--- src/rtl/xcvr_pkg.sv ---
// Shared types for the registered bus transceiver.
package xcvr_pkg;
    // Which port, if any, the block currently drives.
    typedef enum logic [1:0] {
        PATH_ISOLATE = 2'd0,
        PATH_TO_B    = 2'd1,
        PATH_TO_A    = 2'd2
    } path_e;

    // Side indices for the generated capture registers.
    localparam int SIDE_A = 0;
    localparam int SIDE_B = 1;
    localparam int NUM_SIDES = 2;
endpackage

--- src/rtl/xcvr_capture.sv ---
// Holding register for one port. It detects a rising edge of the capture
// strobe, sampled in the system clock domain, and loads the port word on
// that edge. Assumes the strobe is synchronous to clk and stays high or low
// for at least one clock.
module xcvr_capture #(
    parameter int W = 8
) (
    input  logic         clk,
    input  logic         rst_n,
    input  logic         strobe_i,
    input  logic [W-1:0] d_i,
    output logic [W-1:0] q_o
);
    logic         strobe_q;
    logic [W-1:0] hold_r;
    logic         rise;

    // Rising edge = strobe high now, low at the previous sample.
    assign rise = strobe_i && !strobe_q;

    // Track the previous strobe level (also during reset, so no false edge appears).
    always_ff @(posedge clk) begin
        strobe_q <= strobe_i;
    end

    // Clear on reset, otherwise load the port word on a detected rise.
    always_ff @(posedge clk) begin
        if (!rst_n) begin
            hold_r <= '0;
        end else if (rise) begin
            hold_r <= d_i;
        end
    end

    assign q_o = hold_r;

    AST_LOAD_ON_RISE: assert property (@(posedge clk) disable iff (!rst_n)
        $rose(strobe_i) |=> (q_o == $past(d_i)));
    AST_HOLD_NO_RISE: assert property (@(posedge clk) disable iff (!rst_n)
        !$rose(strobe_i) |=> $stable(q_o));
endmodule

--- src/rtl/xcvr_route.sv ---
// Output routing. It decodes the enable and direction inputs into a path,
// then selects live or stored data for the driven port. Undriven ports output
// zero. Purely combinational; clk and rst_n feed only the assertions.
module xcvr_route
    import xcvr_pkg::*;
#(
    parameter int W = 8
) (
    input  logic         clk,
    input  logic         rst_n,
    input  logic         oe_n,
    input  logic         dir,
    input  logic         sel_a2b,
    input  logic         sel_b2a,
    input  logic [W-1:0] a_in,
    input  logic [W-1:0] b_in,
    input  logic [W-1:0] a_held,
    input  logic [W-1:0] b_held,
    output logic [W-1:0] a_out,
    output logic         a_oe,
    output logic [W-1:0] b_out,
    output logic         b_oe
);
    path_e        path;
    logic [W-1:0] word_to_b;
    logic [W-1:0] word_to_a;

    // Decode enable and direction into one path.
    always_comb begin
        if (oe_n)     path = PATH_ISOLATE;
        else if (dir) path = PATH_TO_B;
        else          path = PATH_TO_A;
    end

    // Choose a live or stored word for each direction.
    always_comb begin
        word_to_b = sel_a2b ? a_held : a_in;
        word_to_a = sel_b2a ? b_held : b_in;
    end

    // Drive only the port the path selects.
    always_comb begin
        a_oe  = 1'b0;
        b_oe  = 1'b0;
        a_out = '0;
        b_out = '0;
        unique case (path)
            PATH_TO_B: begin
                b_oe  = 1'b1;
                b_out = word_to_b;
            end
            PATH_TO_A: begin
                a_oe  = 1'b1;
                a_out = word_to_a;
            end
            default: ;
        endcase
    end

    AST_ONE_DRIVER: assert property (@(posedge clk) disable iff (!rst_n)
        !(a_oe && b_oe));
    AST_ISOLATE_QUIET: assert property (@(posedge clk) disable iff (!rst_n)
        oe_n |-> (!a_oe && !b_oe && a_out == '0 && b_out == '0));
    AST_DIR_TO_B: assert property (@(posedge clk) disable iff (!rst_n)
        (!oe_n && dir) |-> (b_oe && !a_oe && a_out == '0));
    AST_DIR_TO_A: assert property (@(posedge clk) disable iff (!rst_n)
        (!oe_n && !dir) |-> (a_oe && !b_oe && b_out == '0));
    AST_LIVE_PASS: assert property (@(posedge clk) disable iff (!rst_n)
        ((b_oe && !sel_a2b) |-> b_out == a_in) and
        ((a_oe && !sel_b2a) |-> a_out == b_in));
    AST_STORED_B: assert property (@(posedge clk) disable iff (!rst_n)
        (b_oe && sel_a2b) |-> (b_out == a_held));
    AST_STORED_A: assert property (@(posedge clk) disable iff (!rst_n)
        (a_oe && sel_b2a) |-> (a_out == b_held));
endmodule

--- src/rtl/bus_xcvr_reg.sv ---
// Registered bidirectional bus transceiver top. There is one capture register
// per port, generated from the side index, followed by the shared router.
// Assumes both capture strobes are synchronous to clk.
module bus_xcvr_reg
    import xcvr_pkg::*;
#(
    parameter int W = 8
) (
    input  logic         clk,
    input  logic         rst_n,
    input  logic         a_cap,
    input  logic         b_cap,
    input  logic         oe_n,
    input  logic         dir,
    input  logic         sel_a2b,
    input  logic         sel_b2a,
    input  logic [W-1:0] a_in,
    input  logic [W-1:0] b_in,
    output logic [W-1:0] a_out,
    output logic         a_oe,
    output logic [W-1:0] b_out,
    output logic         b_oe
);
    logic         side_strobe [NUM_SIDES];
    logic [W-1:0] side_word   [NUM_SIDES];
    logic [W-1:0] side_held   [NUM_SIDES];

    // Gather per-side inputs so the capture registers can be generated.
    always_comb begin
        side_strobe[SIDE_A] = a_cap;
        side_strobe[SIDE_B] = b_cap;
        side_word[SIDE_A]   = a_in;
        side_word[SIDE_B]   = b_in;
    end

    for (genvar s = 0; s < NUM_SIDES; s++) begin : g_side
        xcvr_capture #(.W(W)) u_cap (
            .clk      (clk),
            .rst_n    (rst_n),
            .strobe_i (side_strobe[s]),
            .d_i      (side_word[s]),
            .q_o      (side_held[s])
        );
    end

    xcvr_route #(.W(W)) u_route (
        .clk     (clk),
        .rst_n   (rst_n),
        .oe_n    (oe_n),
        .dir     (dir),
        .sel_a2b (sel_a2b),
        .sel_b2a (sel_b2a),
        .a_in    (a_in),
        .b_in    (b_in),
        .a_held  (side_held[SIDE_A]),
        .b_held  (side_held[SIDE_B]),
        .a_out   (a_out),
        .a_oe    (a_oe),
        .b_out   (b_out),
        .b_oe    (b_oe)
    );
endmodule

--- config.mk ---
export PLATFORM = sky130hd
export DESIGN_NAME = bus_xcvr_reg
export DESIGN_NICKNAME = d
export VERILOG_FILES = /design/src/rtl/xcvr_pkg.sv /design/src/rtl/xcvr_capture.sv /design/src/rtl/xcvr_route.sv /design/src/rtl/bus_xcvr_reg.sv
export SDC_FILE = /design/constraint.sdc
export NUM_CORES = 1
export LEC_CHECK = 0
export ABC_CLOCK_PERIOD_IN_PS = 1100
export CAP_MARGIN = 10
export CORE_UTILIZATION = 41
export DETAILED_ROUTE_END_ITERATION = 7
export PLACE_DENSITY = 0.77
export SYNTH_ARGS = -nofsm -noshare
export SYNTH_HDL_FRONTEND = slang
export SYNTH_HIERARCHICAL = 1
export SYNTH_SLANG_ARGS = --single-unit
--- constraint.sdc ---
create_clock -name clk -period 1.1 [get_ports clk]
set_clock_uncertainty 0.2 [all_clocks]
set_input_delay 0.22 -clock clk [delete_from_list [all_inputs] [get_ports clk]]
set_output_delay 0.22 -clock clk [all_outputs]
set_load 0.05 [all_outputs]
==> results.json <==
{
  "top_level_ports": 42,
  "worstHoldPathType": "in2reg",
  "timing.hold.ws_ps": 149.4,
  "period_minus_slack_ps": 1482,
  "core-area_mm2": 0.002233,
  "layout.nets": 187,
  "ctsRootBufferMaster": "sky130_fd_sc_hd__clkbuf_4",
  "critical_path.endpoint": "b_out[5]",
  "latest_clock_arrival_within_the_worst_skew_pair_ps": 300,
  "post_drt_via_cell_ratio": 5.458,
  "max-slew-margin-rel_pct": 83.99,
  "groute.usage.overall_pct": 30.79,
  "async_flop_share_pct": 0,
  "global_route_wire_length_before_repair_um": 5685,
  "post_synth_instance_area_um2": 972.2,
  "cts.clk_slew.worst_paths_ps": 120,
  "worstSetupPathType": "reg2out",
  "timing.final.hold_violations": 0,
  "synth_sequential_area_ratio_pct": 37.07,
  "vdd_ir_drop_max_uv": 981.2,
  "timing.critical_path.from": "g_side[0].u_cap/q_o[5]",
  "area_growth_pct": 116.2,
  "drive_gt1_share_pct": 59.26,
  "grt_antenna_before_repair": 0,
  "drtPass1Iterations": 4,
  "synthDominantCellAreaShare_pct": 37.07,
  "capture_point_of_the_worst_reg_to_reg_path": "g_side[0].u_cap/q_o[5]",
  "ctsLongestPathBuffers": 2,
  "htree_num_levels": 1,
  "grt_pass1_vias": 1145,
  "drc_errors": 0,
  "power.density_mw_per_mm2": 888.0,
  "gp_routability_congestion": 0.6845,
  "failing_checks": "setup timing",
  "netlist_top_cells_area": "sky130_fd_sc_hd__dfxtp_1, sky130_fd_sc_hd__mux2i_1, sky130_fd_sc_hd__nand2_1",
  "tritoncts": "built",
  "total_leakage_power_nw": 0.7948,
  "report.final.setup_viol": 30,
  "fp-row-count": 17,
  "route.detailed.wl_per_inst_um": 22.46,
  "synth.net_count": 138,
  "timing.critical_path.fanout_max": 2,
  "number_of_nets_still_failing_antenna_checks_after_routing": 0,
  "fmaxAchievable_mhz": 674.6,
  "drt_iter0_drc": 24,
  "cp_cell_instances": "mux2i_4, nor2_4, buf_12",
  "finish.instance_area_mm2": 0.002102,
  "critPathCaptureType": "primary output",
  "hpwlAfterDp_um": 1896,
  "io_buffer_count": 41,
  "route.vias.total": 1037,
  "timing_max_transition_violations_final": 0,
  "numCtsBuffers": 3,
  "start_util_pct": 43.53,
  "die_w_um": 50.70,
  "critPathRequiredTime_ps": 680,
  "final_cycle_share_pct": 134.8,
  "setup_repair_after_global_routing_missed_its_margin": "true",
  "die-area_mm2": 0.002570,
  "ys.warnings.count": 6,
  "min_from": "b_in[3]",
  "status": "finished with violations",
  "gr_ovfl_total": 0,
  "synth_largest_area_cell": "sky130_fd_sc_hd__dfxtp_1",
  "r2r_slack_ps": -110,
  "worst_ep_arrival_time_ps": 1060,
  "setup_crit_start_kind": "flop",
  "finalWorstSetupSlack_ps": -382.4,
  "antenna_cells": 0,
  "drv.max_cap_violation_count": 0,
  "die-height_um": 50.70,
  "reg2regPathDepth": 3,
  "synth.distinct_cells": 12,
  "wire_length_reported_by_the_detailed_router_um": 4268,
  "ys_ff_latch": 18,
  "syn_inst": 114,
  "cp_slowest_cell": "sky130_fd_sc_hd__dfxtp_2",
  "synth.top_cells.by_count": "sky130_fd_sc_hd__mux2i_1, sky130_fd_sc_hd__nand2_1, sky130_fd_sc_hd__dfxtp_1",
  "synth-edff-count": 0,
  "clock-sinks": 18,
  "synth_top_flop_cell": "sky130_fd_sc_hd__dfxtp_1",
  "r2r_start": "g_side[0].u_cap/strobe_q",
  "instance_area_after_placement_mm2": 0.001743,
  "maximum_number_of_pins_on_one_net_before_global_route_repair": 17,
  "timing_worst_slew_pin_value_ps": 233.4,
  "syn_avg_cell_area_um2": 8.528,
  "critical-path-max-stage-delay_ps": 380
}
==> cells in the final DEF (no fill, tap or decap) <==
master,count
sky130_fd_sc_hd__mux2i_4,17
sky130_fd_sc_hd__nor2b_4,2
sky130_fd_sc_hd__or2_4,2
sky130_fd_sc_hd__nor2_4,16
sky130_fd_sc_hd__clkbuf_16,1
sky130_fd_sc_hd__nand2b_4,1
sky130_fd_sc_hd__buf_2,3
sky130_fd_sc_hd__nand2_1,32
sky130_fd_sc_hd__buf_6,3
sky130_fd_sc_hd__inv_2,1
sky130_fd_sc_hd__clkbuf_8,1
sky130_fd_sc_hd__dlygate4sd3_1,2
sky130_fd_sc_hd__buf_4,1
sky130_fd_sc_hd__clkinv_8,1
sky130_fd_sc_hd__buf_8,4
sky130_fd_sc_hd__mux2i_1,13
sky130_fd_sc_hd__mux2i_2,2
sky130_fd_sc_hd__dlygate4sd2_1,19
sky130_fd_sc_hd__clkbuf_4,3
sky130_fd_sc_hd__dfxtp_2,18
sky130_fd_sc_hd__buf_12,20
==> critical path, delay by kind of cell, from the launching register on <==
kind,cells,cell delay (ps)
mux,1,90
buf+inv,1,150
simple gates,1,140
flops,1,380
==> metal layers <==
layer / vias to the layer above / global-route usage [%] / part of all wire [%]
met1: 499 / 34.08 / 39
met5: - / 0 / 0
li1: 469 / - / -
met3: 18 / 4.242 / 5.0
met2: 51 / 58.22 / 51
met4: 0 / 12.04 / 4.9
==> layout make-up <==
type / count / area (um^2)
tap: 28 / 35.03
clock buffer: 4 / 36.28
multi-input combinational: 85 / 899.6
timing repair buffer: 53 / 728.2
fill: 67 / 131.4
inverter: 2 / 20.02
sequential: 18 / 382.9
==> sequential cells by signal, summed over array words and instances (netlist names) <==
signal	cells
g_side.u_cap/q_o	16
g_side.u_cap/strobe_q	2
==> power by group <==
part	total (W)	switching, W	internal, W
sequential	0.000732	0.0000384	0.000693
clock	0.000433	0.000232	0.000202
combinational	0.000702	0.000355	0.000346
==> worst min-delay path by stage <==
stage / cells past startpoint / slack (ps) / end
after global placement: 2 / 240 / g_side[0].u_cap/q_o[6]
after global routing: 3 / 160 / g_side[1].u_cap/q_o[3]
after detailed placement: 2 / 250 / g_side[0].u_cap/q_o[5]
final: 3 / 150 / g_side[1].u_cap/q_o[3]
after CTS: 3 / 150 / g_side[0].u_cap/q_o[4]
after floorplan: 0 / 50 / g_side[0].u_cap/strobe_q
==> cell families after synthesis <==
logic type | Yosys count | synth area share [%]
buffers and inverters | 12 | 8.880
flip-flops | 18 | 37.07
multiplexers | 32 | 32.95
AND/OR/NAND/NOR | 52 | 21.11
==> per-stage QoR <==
step	power [W]	TNS [ps]	setup WS, ps	std cells	util [%]
2_1_floorplan	0.001022	-2602	-198.5	114	-
3_3_place_gp	0.001248	-17710	-698.1	181	78.04
3_5_place_dp	0.001267	-18780	-733.0	181	78.04
4_1_cts	0.001770	-5302	-322.4	189	90.64
5_1_grt	0.001912	-7008	-398.3	190	94.12
6_report	0.001867	-6287	-382.4	190	94.12
==> repair_timing <==
| action | in CTS | in global routing |
|---|---|---|
| pin swaps | 18 | 0 |
| gates cloned | 2 | 1 |
| hold endpoints to repair | 2 | 0 |
| setup endpoints to repair | 34 | 34 |
| hold buffers | 2 | 0 |
| setup buffers | 1 | 0 |
| gates resized for setup | 97 | 14 |
Note: power is estimated with default switching activity, not from simulation.
